==> src/rtl/core_pwr_pkg.sv <==
package core_pwr_pkg;

  typedef enum logic [1:0] {
    PS_RUN  = 2'd0,
    PS_DOWN = 2'd1,
    PS_STBY = 2'd2,
    PS_UP   = 2'd3
  } pwr_state_e;

  localparam logic [1:0] CODE_ON   = 2'd0;
  localparam logic [1:0] CODE_OFF  = 2'd3;
  localparam logic [1:0] MODE_ARM  = 2'd3;

  localparam logic [11:0] OFS_WAKE  = 12'h010;
  localparam logic [11:0] OFS_STAT  = 12'h040;
  localparam logic [11:0] OFS_CORE0 = 12'h100;
  localparam logic [11:0] OFS_CSTEP = 12'h010;
  localparam logic [11:0] OFS_DBG   = 12'h180;

endpackage

==> src/rtl/core_pwr_unit.sv <==
module core_pwr_unit
  import core_pwr_pkg::*;
#(
  parameter int DLY      = 16,
  parameter bit RESET_ON = 1'b0
) (
  input  logic       clk,
  input  logic       rst_n,
  input  logic       mode_we,
  input  logic [1:0] mode_wdata,
  output logic [1:0] mode_q,
  input  logic       wfi,
  input  logic       wake_pend,
  output logic       wake_clr,
  output logic       pwr_en,
  output logic [1:0] st_code
);

  localparam int            CW       = (DLY > 1) ? $clog2(DLY) : 1;
  localparam logic [CW-1:0] CNT_LOAD = CW'(DLY - 1);

  pwr_state_e    st_q, st_d;
  logic [CW-1:0] cnt_q, cnt_d;
  logic [1:0]    mode_d;
  logic          upd_en;

  always_comb begin
    st_d     = st_q;
    cnt_d    = cnt_q;
    mode_d   = mode_q;
    wake_clr = 1'b0;
    case (st_q)
      PS_RUN: begin
        if (wake_pend) wake_clr = 1'b1;
        if (mode_q == MODE_ARM && wfi) begin
          st_d  = PS_DOWN;
          cnt_d = CNT_LOAD;
        end
      end
      PS_DOWN: begin
        if (cnt_q == '0) begin
          st_d   = PS_STBY;
          mode_d = 2'd0;
        end else begin
          cnt_d = cnt_q - 1'b1;
        end
      end
      PS_STBY: begin
        if (wake_pend) begin
          st_d  = PS_UP;
          cnt_d = CNT_LOAD;
        end
      end
      default: begin
        if (cnt_q == '0) begin
          st_d     = PS_RUN;
          wake_clr = 1'b1;
        end else begin
          cnt_d = cnt_q - 1'b1;
        end
      end
    endcase
    if (mode_we) mode_d = mode_wdata;
  end

  assign upd_en = (st_d != st_q) || (cnt_d != cnt_q) || (mode_d != mode_q);

  always_ff @(posedge clk or negedge rst_n) begin
    if (!rst_n) begin
      st_q   <= RESET_ON ? PS_RUN : PS_STBY;
      cnt_q  <= '0;
      mode_q <= 2'd0;
    end else if (upd_en) begin
      st_q   <= st_d;
      cnt_q  <= cnt_d;
      mode_q <= mode_d;
    end
  end

  assign pwr_en  = (st_q == PS_RUN) || (st_q == PS_DOWN);
  assign st_code = pwr_en ? CODE_ON : CODE_OFF;

endmodule

==> src/rtl/core_pwr_regs.sv <==
module core_pwr_regs
  import core_pwr_pkg::*;
#(
  parameter int NCORES = 4,
  parameter int AW     = 12
) (
  input  logic                  clk,
  input  logic                  rst_n,
  input  logic                  bus_en,
  input  logic                  bus_we,
  input  logic [AW-1:0]         bus_addr,
  input  logic [31:0]           bus_wdata,
  output logic [31:0]           bus_rdata,
  input  logic [NCORES-1:0]     wake_clr,
  input  logic [2*NCORES-1:0]   code_flat,
  input  logic [2*NCORES-1:0]   mode_flat,
  output logic [NCORES-1:0]     wake_q,
  output logic [31:0]           dbg_q,
  output logic [NCORES-1:0]     mode_we
);

  logic                sel_wake, sel_stat, sel_dbg, wr, rd;
  logic [NCORES-1:0]   sel_core;
  logic [NCORES-1:0]   wake_set, wake_d;
  logic                wake_en, dbg_en;
  logic [31:0]         stat_word;

  assign wr       = bus_en &  bus_we;
  assign rd       = bus_en & ~bus_we;
  assign sel_wake = (bus_addr == AW'(OFS_WAKE));
  assign sel_stat = (bus_addr == AW'(OFS_STAT));
  assign sel_dbg  = (bus_addr == AW'(OFS_DBG));

  for (genvar i = 0; i < NCORES; i++) begin : g_dec
    assign sel_core[i] = (bus_addr == AW'(OFS_CORE0 + 12'(i) * OFS_CSTEP));
    assign mode_we[i]  = wr & sel_core[i];
  end

  always_comb begin
    stat_word = '0;
    for (int i = 0; i < NCORES; i++) stat_word[4*i +: 2] = code_flat[2*i +: 2];
  end

  // wake register: new ones are OR-ed in, completions clear
  assign wake_set = (wr && sel_wake) ? bus_wdata[NCORES-1:0] : '0;
  assign wake_d   = (wake_q & ~wake_clr) | wake_set;
  assign wake_en  = (wr && sel_wake) || (|(wake_q & wake_clr));
  assign dbg_en   = wr && sel_dbg;

  always_ff @(posedge clk or negedge rst_n) begin
    if (!rst_n)       wake_q <= '0;
    else if (wake_en) wake_q <= wake_d;
  end

  always_ff @(posedge clk or negedge rst_n) begin
    if (!rst_n)      dbg_q <= '0;
    else if (dbg_en) dbg_q <= bus_wdata;
  end

  always_comb begin
    bus_rdata = '0;
    if (rd) begin
      if (sel_wake)      bus_rdata = 32'(wake_q);
      else if (sel_stat) bus_rdata = stat_word;
      else if (sel_dbg)  bus_rdata = dbg_q;
      else begin
        for (int i = 0; i < NCORES; i++)
          if (sel_core[i]) bus_rdata = {30'd0, mode_flat[2*i +: 2]};
      end
    end
  end

endmodule

==> src/rtl/core_pwr_seq.sv <==
module core_pwr_seq
  import core_pwr_pkg::*;
#(
  parameter int NCORES = 4,
  parameter int AW     = 12,
  parameter int DLY    = 16
) (
  input  logic              clk,
  input  logic              rst_n,
  input  logic              bus_en,
  input  logic              bus_we,
  input  logic [AW-1:0]     bus_addr,
  input  logic [31:0]       bus_wdata,
  output logic [31:0]       bus_rdata,
  input  logic [NCORES-1:0] core_wfi,
  output logic [NCORES-1:0] core_pwr_en
);

  logic [1:0]          rst_sync;
  logic                rst_sync_n;
  logic [NCORES-1:0]   wake_q, wake_clr, mode_we;
  logic [2*NCORES-1:0] code_flat, mode_flat;
  logic [31:0]         dbg_q;

  always_ff @(posedge clk or negedge rst_n) begin
    if (!rst_n) rst_sync <= 2'b00;
    else        rst_sync <= {rst_sync[0], 1'b1};
  end
  assign rst_sync_n = rst_sync[1];

  core_pwr_regs #(.NCORES(NCORES), .AW(AW)) u_regs (
    .clk       (clk),
    .rst_n     (rst_sync_n),
    .bus_en    (bus_en),
    .bus_we    (bus_we),
    .bus_addr  (bus_addr),
    .bus_wdata (bus_wdata),
    .bus_rdata (bus_rdata),
    .wake_clr  (wake_clr),
    .code_flat (code_flat),
    .mode_flat (mode_flat),
    .wake_q    (wake_q),
    .dbg_q     (dbg_q),
    .mode_we   (mode_we)
  );

  for (genvar i = 0; i < NCORES; i++) begin : g_core
    core_pwr_unit #(.DLY(DLY), .RESET_ON(i == 0)) u_unit (
      .clk        (clk),
      .rst_n      (rst_sync_n),
      .mode_we    (mode_we[i]),
      .mode_wdata (bus_wdata[1:0]),
      .mode_q     (mode_flat[2*i +: 2]),
      .wfi        (core_wfi[i]),
      .wake_pend  (wake_q[i]),
      .wake_clr   (wake_clr[i]),
      .pwr_en     (core_pwr_en[i]),
      .st_code    (code_flat[2*i +: 2])
    );
  end

endmodule

==> config.mk <==
export PLATFORM = sky130hd
export DESIGN_NAME = core_pwr_seq
export DESIGN_NICKNAME = d
export VERILOG_FILES = /design/src/rtl/core_pwr_pkg.sv /design/src/rtl/core_pwr_unit.sv /design/src/rtl/core_pwr_regs.sv /design/src/rtl/core_pwr_seq.sv
export SDC_FILE = /design/constraint.sdc
export NUM_CORES = 1
export LEC_CHECK = 0
export BUFFER_PORTS_ARGS = -buffer_cell sky130_fd_sc_hd__buf_2
export CAP_MARGIN = 20
export CORE_MARGIN = 2
export CORE_UTILIZATION = 45
export CTS_BUF_LIST = sky130_fd_sc_hd__clkbuf_4
export CTS_CLUSTER_DIAMETER = 100
export DETAILED_ROUTE_END_ITERATION = 7
export PLACE_DENSITY = 0.8
export REMOVE_ABC_BUFFERS = 1
export SYNTH_ARGS = -nofsm -noshare
export SYNTH_HDL_FRONTEND = slang
export SYNTH_SLANG_ARGS = --single-unit
export TNS_END_PERCENT = 10
==> constraint.sdc <==
create_clock -name clk -period 2.66 [get_ports clk]
set_input_delay 0.266 -clock clk [delete_from_list [all_inputs] [get_ports clk]]
set_output_delay 0.266 -clock clk [all_outputs]
set_load 0.01 [all_outputs]
Word level (Yosys, flattened, before mapping)
Index checks and enable logic that the tools add are counted.
{"block": "totals", "regBits": 70, "inputBits": 52, "output_inout_bits": 36, "wordCells": 166}
{"block": "op_classes", "n_addsub": 4, "n_eq_ne": 31, "muxes": 73, "n_bitwise": 11, "reduce_logical": 32}
{"cell": "$mux 32", "count": 4}
{"cell": "$mux 2", "count": 36}
{"cell": "$eq 12x9->1 const B", "count": 5}
{"cell": "$mux 4", "count": 13}
{"cell": "$pmux 4 s2", "count": 4}
{"cell": "$pmux 2 s3", "count": 4}
{"cell": "$eq 2x2->1 const B", "count": 8}
{"cell": "$logic_not 4->1", "count": 4}
{"cell": "$ne 2x2->1", "count": 8}
{"cell": "$ne 4x4->1", "count": 4}
{"cell": "$sub 4x1->4 const B", "count": 4}
{"cell": "$logic_or 1x1->1", "count": 13}
{"cell": "$eq 12x5->1 const B", "count": 1}
{"cell": "$eq 12x7->1 const B", "count": 1}
{"cell": "$and 4x4->4", "count": 2}
{"cell": "$eq 2x1->1 const B", "count": 4}
{"cell": "$logic_not 2->1", "count": 4}
{"cell": "$mux 1", "count": 8}
{"cell": "$pmux 1 s2", "count": 4}
{"cell": "$reduce_or 2->1", "count": 4}
{"cell": "$and 1x1->1", "count": 6}
{"cell": "$logic_and 1x1->1", "count": 6}
{"cell": "$not 4->4", "count": 1}
{"cell": "$or 4x4->4", "count": 1}
{"cell": "2 further kinds", "count": 2}

Depth between registers and ports, before layout
Gate-level depths: netlist (run 1).
{"block": "logic_depth", "depth_word": 9, "ltp_mapped": 7, "depth_no_buf": 7}

By module
From an unflattened synthesis (run 1), not the netlist that was laid out.
{"block": "unflattened", "cells_unflattened": 359, "hier_area_um2": 4058.9}
{"mod": "core_pwr_regs", "n_inst": 1, "cells_per_inst": 173, "area_each_um2": 2118.3, "seq_area_each_um2": 900.9}
{"mod": "core_pwr_unit (g_core[1].u_unit ...)", "n_inst": 2, "cells_per_inst": 46, "area_each_um2": 481.7, "seq_area_each_um2": 201.4}
{"mod": "core_pwr_unit (g_core[0].u_unit)", "n_inst": 1, "cells_per_inst": 46, "area_each_um2": 480.5, "seq_area_each_um2": 200.2}
{"mod": "core_pwr_unit (g_core[3].u_unit)", "n_inst": 1, "cells_per_inst": 45, "area_each_um2": 442.9, "seq_area_each_um2": 201.4}
{"mod": "core_pwr_seq", "n_inst": 1, "cells_per_inst": 3, "area_each_um2": 53.8, "seq_area_each_um2": 50.0}

Least setup slack after synthesis (run 1)
OpenSTA, ideal clock, no wires.
{"block": "synth_timing", "kind": "input-to-output", "start": "in bus_addr[5]", "end": "out bus_rdata[10]", "arrival_ps": 1538, "t_required_ps": 2394, "path_slack_ps": 856, "stages": 7, "path_buffers": 2, "cell_sequence": "buf_2 > nor4_2 > nand4_1 > nand2_2 > nor3_2 > clkbuf_1 > and2_1"}
{"block": "synth_between", "elab_chain_cells": 5, "word_cells_on_any_way": 7, "cone_classes": "eq/ne: 3; mux: 4"}
{"item": "from (decl)", "line": "core_pwr_seq.sv:12", "source": "input logic [AW-1:0] bus_addr,"}
{"item": "$eq 12x9->1", "line": "core_pwr_regs.sv:32", "source": "assign sel_dbg = (bus_addr == AW'(OFS_DBG));"}
{"item": "$mux 32", "line": "core_pwr_regs.sv:65", "source": "else if (sel_dbg) bus_rdata = dbg_q;"}
{"item": "$mux 32", "line": "core_pwr_regs.sv:64", "source": "else if (sel_stat) bus_rdata = stat_word;"}
{"item": "$mux 32 (*)", "line": "core_pwr_regs.sv:63", "source": "if (sel_wake) bus_rdata = 32'(wake_q);"}
{"item": "$mux 32 (*)", "line": "core_pwr_regs.sv:62", "source": "if (rd) begin"}
{"item": "to (decl)", "line": "core_pwr_seq.sv:14", "source": "output logic [31:0] bus_rdata,"}
Mark *: on every way between the ends. The rest lies on a longest branch, timed or not.

Worst setup path in the final report (run 1)
{"block": "layout_timing", "start": "in bus_addr[1]", "end": "out bus_rdata[9]"}
Same word-level chain as after synthesis.

==> flow_summary.yaml, run 1 <==
outcome:
  outcome: "finished, final reports clean"
synthesis:
  synth_cells: 357
  synth.distinct_cells: 43
  synth_seq_cells: 70
  yosysWarningCount: 0
  ys_seq_area_share_pct: 49.4
  netlist_area_um2: 3550
  synth_top_area_share_pct: 47.2
  async_reset_ff_share_pct: 100
  yosysTopAreaCell: "dfrtp_1"
  ys_top_cells_by_area: "dfrtp_1 (47%), mux2_2 (8.9%), nand2_1 (5.7%)"
  dominantRegCellSynth: "dfrtp_1"
  postSynthAreaPerCell_um2: 9.95
  synth_edf_count: 0
die:
  core_region_area_um2: 7690
  die_y_um: 92.9
  io_pins: 88
  dieArea_um2: 8620
  row_count: 32
  start_util_pct: 46.2
  die_w_um: 92.9
place:
  port_buffers: 87
  dp_slack_ns: 0.152
  dp_hpwl_mm: 6.05
  gp_congestion: 0.853
detailed_routing:
  vias: 2893
  via_per_inst: 5.22
  drc_errors: 0
  dr.pass1.iters: 5
  totalWireLength_mm: 7.93
  drt_iter0_markers: 116
  drtAntennaViolNets: 0
  wl_per_cell_um: 14.3
clock_tree:
  cts_sinks: 70
  cts_tree: "done"
  ctsHtreeMaxLevel: 3
  cts_root_buffer: "clkbuf_4"
  cts_max_path_buffers: 2
  clk_latency_ns: 0.44
  cts_buffers: 9
  clk_pin_slew_ns: 0.13
pwr:
  cellPowerDensity_nw_per_um2: 754
  p_sw_share_pct: 35.4
  p_int_mw: 2.06
  p_sw_mw: 1.13
  power_frac_seq_pct: 50.9
  leakagePower_nw: 2.11
  vdd_ir_drop_max_uv: 559
  p_comb_share_pct: 27.7
  pwr-share-clk_pct: 21.4
critical_path:
  cp-start-kind: "input pin"
  worst_ep_arrival_time_ns: 2.02
  critical_path.max_fanout: 8
  end_kind: "output port"
  critical_path_class: "in -> out"
  required_ns: 2.39
grt:
  grt-ovfl-total: 0
  antenna_found_initial: 0
  grt_max_degree: 39
  track_usage_pct: 19.0
  grt_pass1_wl_mm: 12.9
  grt_pass1_vias: 2826
sta:
  fin_crit_sh_pct: 85.8
  worst_slack_ns: 0.377
  tns_ns: 0
  timing.final.hold_violations: 0
  fin_crit_ns: 2.28
  max_freq_mhz: 438
  finalSetupViolCount: 0
  skew_ns: 0.0214
  worst_pin_slew_ns: 0.696
  maxSlewHeadroom_pct: 53.6
  slew_viol_final: 0
  rsz0062_at_grt: "false"
final_layout:
  num_antenna_cells: 0
  syn_to_final_growth_pct: 19.1
  fin_nets: 503
  drive_gt1_share_pct: 32.7
hold_path:
  holdCritPathClass: "in -> reg"
job:
  maxCapViolCount: 0
-- cells in the mapped netlist, types with 4 or more instances --
master and number:
ha_1 4, buf_4 4, a21oi_1 25, nand3_1 8
o21ai_0 19, a22o_1 6, nor3b_1 7, xnor2_1 8
clkbuf_1 7, nor2_1 25, dfrtp_1 67, and2_1 26
inv_1 15, mux2_1 4, nand4_1 6, mux2_2 28
nand2_1 54, nor3_1 6
-- timing repair --
action	CTS	global route
resized for setup	0	1
hold buffers	1	0
hold endpoints to repair	2	0
setup endpoints to repair	0	15
setup buffers	0	0
-- worst paths after layout --
| path | cells past startpoint | from | endpoint | slack (ns) |
|---|---|---|---|---|
| min in group asynchronous | 2 | rst_n | rst_sync[1]$_DFF_PN0_ | 0.14 |
| worst max register to register | 6 | g_core[2].u_unit.cnt_q[0]$_DFFE_PN0P_ | g_core[2].u_unit.mode_q[0]$_DFFE_PN0P_ | 0.75 |
| worst min register to register | 0 | rst_sync[1]$_DFF_PN0_ | g_core[3].u_unit.cnt_q[3]$_DFFE_PN0P_ | 0.32 |
| max in group asynchronous | 1 | rst_sync[1]$_DFF_PN0_ | g_core[2].u_unit.st_q[1]$_DFFE_PN1P_ | 1.63 |
| worst max-delay path | 7 | bus_addr[1] | bus_rdata[9] | 0.38 |
| worst min-delay path | 2 | bus_wdata[8] | u_regs.dbg_q[8]$_DFFE_PN0P_ | 0.05 |
-- routing by layer --
layer,global-route usage (%),part of all wire (%),vias up
li1,-,-,1407
met1,24.0,42,1394
met5,0,0,-
met4,8.46,1.6,0
met2,31.5,51,79
met3,4.07,5.3,13
-- critical path, cell delays in order --
cell,delay (ns)
buf_2,0.11
nor4_4,0.46
nand2_1,0.23
nor2_1,0.47
nand2_1,0.10
a21oi_1,0.21
buf_2,0.17
-- cell type report --
type                            count  area, µm²
Fill cell                         700       3460
Sequential cell                    70       1760
Multi-Input combinational cell    257       1650
Timing Repair Buffer               94        503
Tap cell                          102        128
Clock buffer                       11       82.6
Inverter                           15       56.3
Clock inverter                      5       52.6
-- metrics by stage --
step	hold WS, ns	total power, mW	instance area, µm²	cells	utilization, %
finish	0.0468	3.19	4230	554	55.0
global route	0.0338	3.43	4230	554	55.0
CTS	0.0325	3.21	4230	554	55.0
detailed placement	0.0550	2.53	4080	537	53.1
global placement	0.0538	2.45	4080	537	53.1
floorplan	-0.0296	2.23	3460	342	-
-- state kept, by name (all words and copies together), names as in the netlist --
| signal | flops |
|---|---|
| g_core.u_unit.cnt_q | 16 |
| g_core.u_unit.mode_q | 8 |
| g_core.u_unit.st_q | 8 |
| rst_sync | 2 |
| u_regs.dbg_q | 32 |
| u_regs.wake_q | 4 |
-- cells in the final DEF, fill, tap and decap left out, drive strengths merged, types with 2 or more instances in the layout --
cell type	count
mux2	32
a22oi	2
clkinv	3
buf	93
xnor2	8
and2	26
nor3	8
a21oi	25
nand3	8
nand4	6
dfstp	3
nor3b	7
inv	15
nor2	26
dfrtp	67
clkbuf	11
nand2	55
nor2b	3
o21ai	19
ha	4
o211ai	3
a22o	6
nor4	2
nand3b	3
and3b	2
-- power groups by stage --
| stage | combinational (mW) | sequential, mW | clock (mW) |
|---|---|---|---|
| after detailed placement | 0.892 | 1.64 | 0 |
| after CTS | 0.893 | 1.62 | 0.698 |
| after floorplan | 0.665 | 1.56 | 0 |
| final | 0.885 | 1.63 | 0.682 |
| after global routing | 1.02 | 1.67 | 0.741 |
| after global placement | 0.830 | 1.62 | 0 |
-- cells by family after synthesis --
group	after synthesis	share of synthesized area (%)
buffers and inverters	30	4.26
AND/OR/NAND/NOR	149	21.7
AO/OA/AOI/OAI	61	10.1
adder cells (fa/ha/maj)	4	1.41
flip-flops	70	49.4
multiplexers	34	11.1
XOR/XNOR	8	1.97
other	1	0.106
Power figures use the tool's default switching activity.
==> run 2: changes to the inputs <==
PLACE_DENSITY = 0.74   (was 0.8)
==> run 2 against run 1 <==
  * Via count fell by 0.66%
  * Non-clock buffer count down 1
  * Combinational power down 1%
  * First-iteration DRC count rose by 47%
  * Largest cell class unchanged
  * Routed wire length shrank 0.61%
  * Cell count decreased by 0.18%
  * Maximum frequency is 0.79% lower
  * Clock-buffer cell count decreased by 1
  * Sequential share of layout area fell by 0.32 points
  * Design area increased by 0.77%
  * Sequential power barely moved
==> flow_summary.yaml, run 2 (same netlist as run 1, synthesis figures left out) <==
critical_path:
  worst_ep_arrival_time_ns: 2.03
  critical_path.max_fanout: 22
  r2r-end: "g_core[2].u_unit.mode_q[0]$_DFFE_PN0P_"
  crit_start: "bus_addr[1]"
  r2r_setup_slack_ns: 0.75
  reg2reg_depth: 6
  end_kind: "output port"
  critical_path_class: "in -> out"
  r2r-start: "g_core[2].u_unit.cnt_q[0]$_DFFE_PN0P_"
  cp-start-kind: "input pin"
  required_ns: 2.39
clock_tree:
  cts_sinks: 70
  clk_latency_ns: 0.43
  ctsHtreeMaxLevel: 3
  cts_max_path_buffers: 2
  cts_tree: "done"
  clk_pin_slew_ns: 0.12
  cts_root_buffer: "clkbuf_4"
  cts_buffers: 9
detailed_routing:
  dr.pass1.iters: 6
  via_per_inst: 5.20
  wl_per_cell_um: 14.3
  totalWireLength_mm: 7.88
  drt_iter0_markers: 171
  vias: 2874
  drtAntennaViolNets: 0
  drc_errors: 0
hold_path:
  holdCritPathClass: "in -> reg"
  min_to: "u_regs.dbg_q[13]$_DFFE_PN0P_"
  worstHoldPathCells: 2
  worstHoldStart: "bus_wdata[13]"
sta:
  tns_ns: 0
  worst_pin_slew_ns: 0.727
  fin_crit_sh_pct: 86.5
  slew_viol_final: 0
  timing.final.hold_violations: 0
  skew_ns: 0.0149
  fin_crit_ns: 2.30
  rsz0062_at_grt: "false"
  finalSetupViolCount: 0
  max_freq_mhz: 435
  maxSlewHeadroom_pct: 51.5
outcome:
  outcome: "finished, final reports clean"
final_layout:
  num_antenna_cells: 0
  syn_to_final_growth_pct: 20.0
  layout_commonest_cell: "buf_2"
  fin_nets: 502
  regMostFlops: "u_regs.dbg_q"
  reg_top3: "u_regs.dbg_q x32, g_core.u_unit.cnt_q x16"
  largest_register_ffs: 32
  final_cell_mix: "buf_2 (87), dfrtp_1 (66), nand2_1 (54), mux2_2 (28), and2_1 (26)"
  drive_gt1_share_pct: 32.6
die:
  die_w_um: 92.9
  die_y_um: 92.9
  row_count: 32
  start_util_pct: 46.2
  dieArea_um2: 8620
  core_region_area_um2: 7690
  io_pins: 88
place:
  dp_hpwl_mm: 5.97
  gp_congestion: 0.854
  port_buffers: 87
pwr:
  vdd_ir_drop_max_uv: 536
  cellPowerDensity_nw_per_um2: 766
  leakagePower_nw: 2.11
  power.total_mw: 3.27
grt:
  grt_pass1_vias: 2760
  track_usage_pct: 19.0
  antenna_found_initial: 0
  grt_max_degree: 38
  grt-ovfl-total: 0
  grt_pass1_wl_mm: 12.6
job:
  maxCapViolCount: 0
run 2: final cells by class:
cell class	instances	area [µm²]
clock buffers	10	75.1
fillers	679	3420
multi-input cells	257	1650
well taps	102	128
repair buffers	93	508
clock inverters	6	87.6
flip-flops and latches	70	1760
inverters	15	56.3
run 2: critical path, cell delays in order:
cell and delay [ns]:
buf_2 0.11, nor4_4 0.45, nand2_1 0.23, nor3_4 0.59, and2_1 0.23, buf_2 0.14
run 2: timing repair:
action / 4_1_cts / 5_1_grt
setup buffers: 0 / 0
endpoints found under the setup margin: 0 / 22
hold buffers: 1 / 0
resized for setup: 0 / 1
hold endpoints to repair: 2 / 0
run 2: how the worst max path moves through the flow:
stage | slack (ns) | end | depth (start not counted)
5_1_grt | 0.16 | bus_rdata[17] | 6
3_3_place_gp | 0.23 | bus_rdata[19] | 6
6_report | 0.36 | bus_rdata[24] | 6
2_1_floorplan | 0.57 | g_core[0].u_unit.cnt_q[0]$_DFFE_PN0P_ | 0
3_5_place_dp | 0.08 | bus_rdata[17] | 6
4_1_cts | 0.07 | bus_rdata[17] | 6
run 2: routing by layer:
metal,share of wire (%),global-route usage (%),up-vias
met5,0,0,-
met4,1.8,6.25,0
met3,4.9,5.86,12
met2,50,31.3,75
met1,43,23.8,1380
li1,-,-,1407
run 2: report_power, final:
part | internal (mW) | switching, mW
Clock | 0.389 | 0.384
Combinational | 0.427 | 0.446
Sequential | 1.33 | 0.291
Total | 2.15 | 1.12
run 2: metrics by stage:
stage	cells	worst slack [ns]	hold slack, ns	utilization (%)	cell area, µm²
after CTS	553	0.0707	0.0397	55.4	4260
after global routing	553	0.159	0.0144	55.5	4260
after detailed placement	536	0.0761	0.0549	53.1	4090
after global placement	536	0.226	0.0518	53.1	4090
final	553	0.359	0.0555	55.5	4260
after floorplan	342	0.572	-0.0296	-	3460
==> run 3: changes to the inputs <==
PLACE_DENSITY = 0.73   (was 0.74)
SYNTH_HIERARCHICAL = 1   (was unset)
==> run 3 against run 2 <==
  * Clock-buffer cell count unchanged
  * Synthesized area increased by 14%
  * Highest routed layer unchanged
  * Setup slack improved by 0.074 ns
  * Largest power group unchanged
  * Design area increased by 11%
  * Power decreased by 37%
==> flow_summary.yaml, run 3 <==
outcome:
  outcome: "finished, final reports clean"
final_layout:
  num_antenna_cells: 0
  largest_register_ffs: 32
  syn_to_final_growth_pct: 16.6
  drive_gt1_share_pct: 39.1
  reg_top3: "u_regs/dbg_q x32, g_core.u_unit/cnt_q x16"
  layout_commonest_cell: "buf_2"
  final_cell_mix: "buf_2 (87), dfrtp_1 (66), mux2_4 (30), and3_1 (27), nand2_1 (25)"
  regMostFlops: "u_regs/dbg_q"
  fin_nets: 496
critical_path:
  critical_path.max_fanout: 3
  critical_path_class: "in -> out"
  required_ns: 2.39
  r2r_setup_slack_ns: 0.99
  end_kind: "output port"
  cp-start-kind: "input pin"
  worst_ep_arrival_time_ns: 1.96
synthesis:
  synth_top_area_share_pct: 41.3
  synth_edf_count: 0
  yosysTopAreaCell: "dfrtp_1"
  synth_cells: 359
  yosys.cell_count.top_type: "dfrtp_1"
  async_reset_ff_share_pct: 100
  postSynthAreaPerCell_um2: 11.3
  dominantRegCellSynth: "dfrtp_1"
  synth.distinct_cells: 58
  synth_common_cells: "dfrtp_1 (67), mux2_4 (30), and3_1 (27), nand2_1 (25), inv_1 (24)"
  ys_top_cells_by_area: "dfrtp_1 (41%), mux2_4 (11%), and3_1 (4.2%)"
  synth_seq_cells: 70
  ys_seq_area_share_pct: 43.2
  netlist_area_um2: 4060
  yosysWarningCount: 6
clock_tree:
  cts_sinks: 70
  cts_tree: "done"
  clk_latency_ns: 0.42
  cts_max_path_buffers: 2
  cts_resized: 0
  clk_pin_slew_ns: 0.12
  ctsHtreeMaxLevel: 3
  cts_buffers: 9
  cts_root_buffer: "clkbuf_4"
job:
  maxCapViolCount: 0
sta:
  fin_crit_sh_pct: 83.7
  max_freq_mhz: 449
  skew_ns: 0.00886
  maxSlewHeadroom_pct: 51.2
  worst_pin_slew_ns: 0.732
  timing.final.hold_violations: 0
  tns_ns: 0
  holdWs_ns: 0.0664
  slew_viol_final: 0
  rsz0062_at_grt: "false"
  fin_crit_ns: 2.23
  finalSetupViolCount: 0
place:
  gp_congestion: 0.861
  dp_hpwl_mm: 6.59
  port_buffers: 87
die:
  core_region_area_um2: 8720
  start_util_pct: 46.5
  die_y_um: 99.0
  row_count: 34
  die_w_um: 99.0
  io_pins: 88
  dieArea_um2: 9800
pwr:
  vdd_ir_drop_max_uv: 216
  cellPowerDensity_nw_per_um2: 433
  leakagePower_nw: 2.41
detailed_routing:
  dr.pass1.iters: 4
  via_per_inst: 5.45
  drtAntennaViolNets: 0
  drc_errors: 0
  totalWireLength_mm: 8.84
  wl_per_cell_um: 16.0
  vias: 3015
  drt_iter0_markers: 121
grt:
  track_usage_pct: 18.7
  grt_max_degree: 37
  grt_pass1_vias: 2966
  grt_pass1_wl_mm: 14.5
  grt-ovfl-total: 0
  antenna_found_initial: 0
hold_path:
  holdCritPathClass: "in -> reg"
[run 3: per-layer routing]
metal  global-route usage [%]  share of wire [%]
met5                        0                  0
met4                     6.95                2.1
met3                     5.46                5.1
met2                     29.2                 48
met1                     24.8                 45
[run 3: what timing repair did]
action | in CTS | in global routing
buffers inserted | 0 | 0
hold buffers | 1 | 0
endpoints found under the hold margin | 2 | 0
[run 3: area by class of cell]
type                            instances  area, µm²
Clock inverter                          6        110
Fill cell                             755       3990
Inverter                               24       90.1
Tap cell                              108        135
Multi-Input combinational cell        242       2060
Sequential cell                        70       1760
Timing Repair Buffer                   93        508
Clock buffer                           10       75.1
[run 3: logic make-up after synthesis]
| family | after synthesis | synth area share [%] |
|---|---|---|
| multiplexers | 38 | 13.9 |
| flip-flops | 70 | 43.2 |
| XOR/XNOR | 8 | 1.73 |
| buffers and inverters | 47 | 6.04 |
| AO/OA/AOI/OAI | 59 | 11.5 |
| AND/OR/NAND/NOR | 132 | 22.3 |
| other | 1 | 0.0924 |
| adder cells (fa/ha/maj) | 4 | 1.23 |
[run 3: path summary, 6_finish.rpt]
kind	start	endpoint	depth (start not counted)
worst max-delay path	bus_addr[2]	bus_rdata[1]	6
worst min-delay path	bus_wdata[17]	u_regs/dbg_q[17]$_DFFE_PN0P_	2
worst max register to register	g_core[3].u_unit/cnt_q[0]$_DFFE_PN0P_	u_regs/wake_q[3]$_DFFE_PN0P_	7
worst min register to register	rst_sync[1]$_DFF_PN0_	u_regs/dbg_q[28]$_DFFE_PN0P_	0
max in group asynchronous	rst_sync[1]$_DFF_PN0_	g_core[3].u_unit/st_q[1]$_DFFE_PN1P_	1
min in group asynchronous	rst_n	rst_sync[1]$_DFF_PN0_	2
[run 3: through the flow]
step / util, % / total power [mW] / setup WS [ns] / area, µm² / instances
6_report: 54.3 / 2.05 / 0.433 / 4730 / 553
2_1_floorplan: - / 1.13 / 0.572 / 3900 / 336
3_3_place_gp: 52.0 / 1.20 / 0.451 / 4540 / 536
5_1_grt: 54.3 / 2.14 / 0.378 / 4730 / 553
4_1_cts: 54.3 / 2.07 / 0.456 / 4730 / 553
3_5_place_dp: 52.0 / 1.20 / 0.451 / 4540 / 536
[run 3: worst max-delay path, stage by stage]
cell and delay (ns):
buf_2 0.11, or4_4 0.59, a2111oi_4 0.37, a32oi_1 0.09
a211oi_1 0.34, buf_2 0.20
[run 3: where the power goes]
group          total (mW)  switching (mW)  internal, mW
Combinational       0.103          0.0584        0.0442
Sequential           1.08          0.0109          1.07
Clock               0.868           0.384         0.484
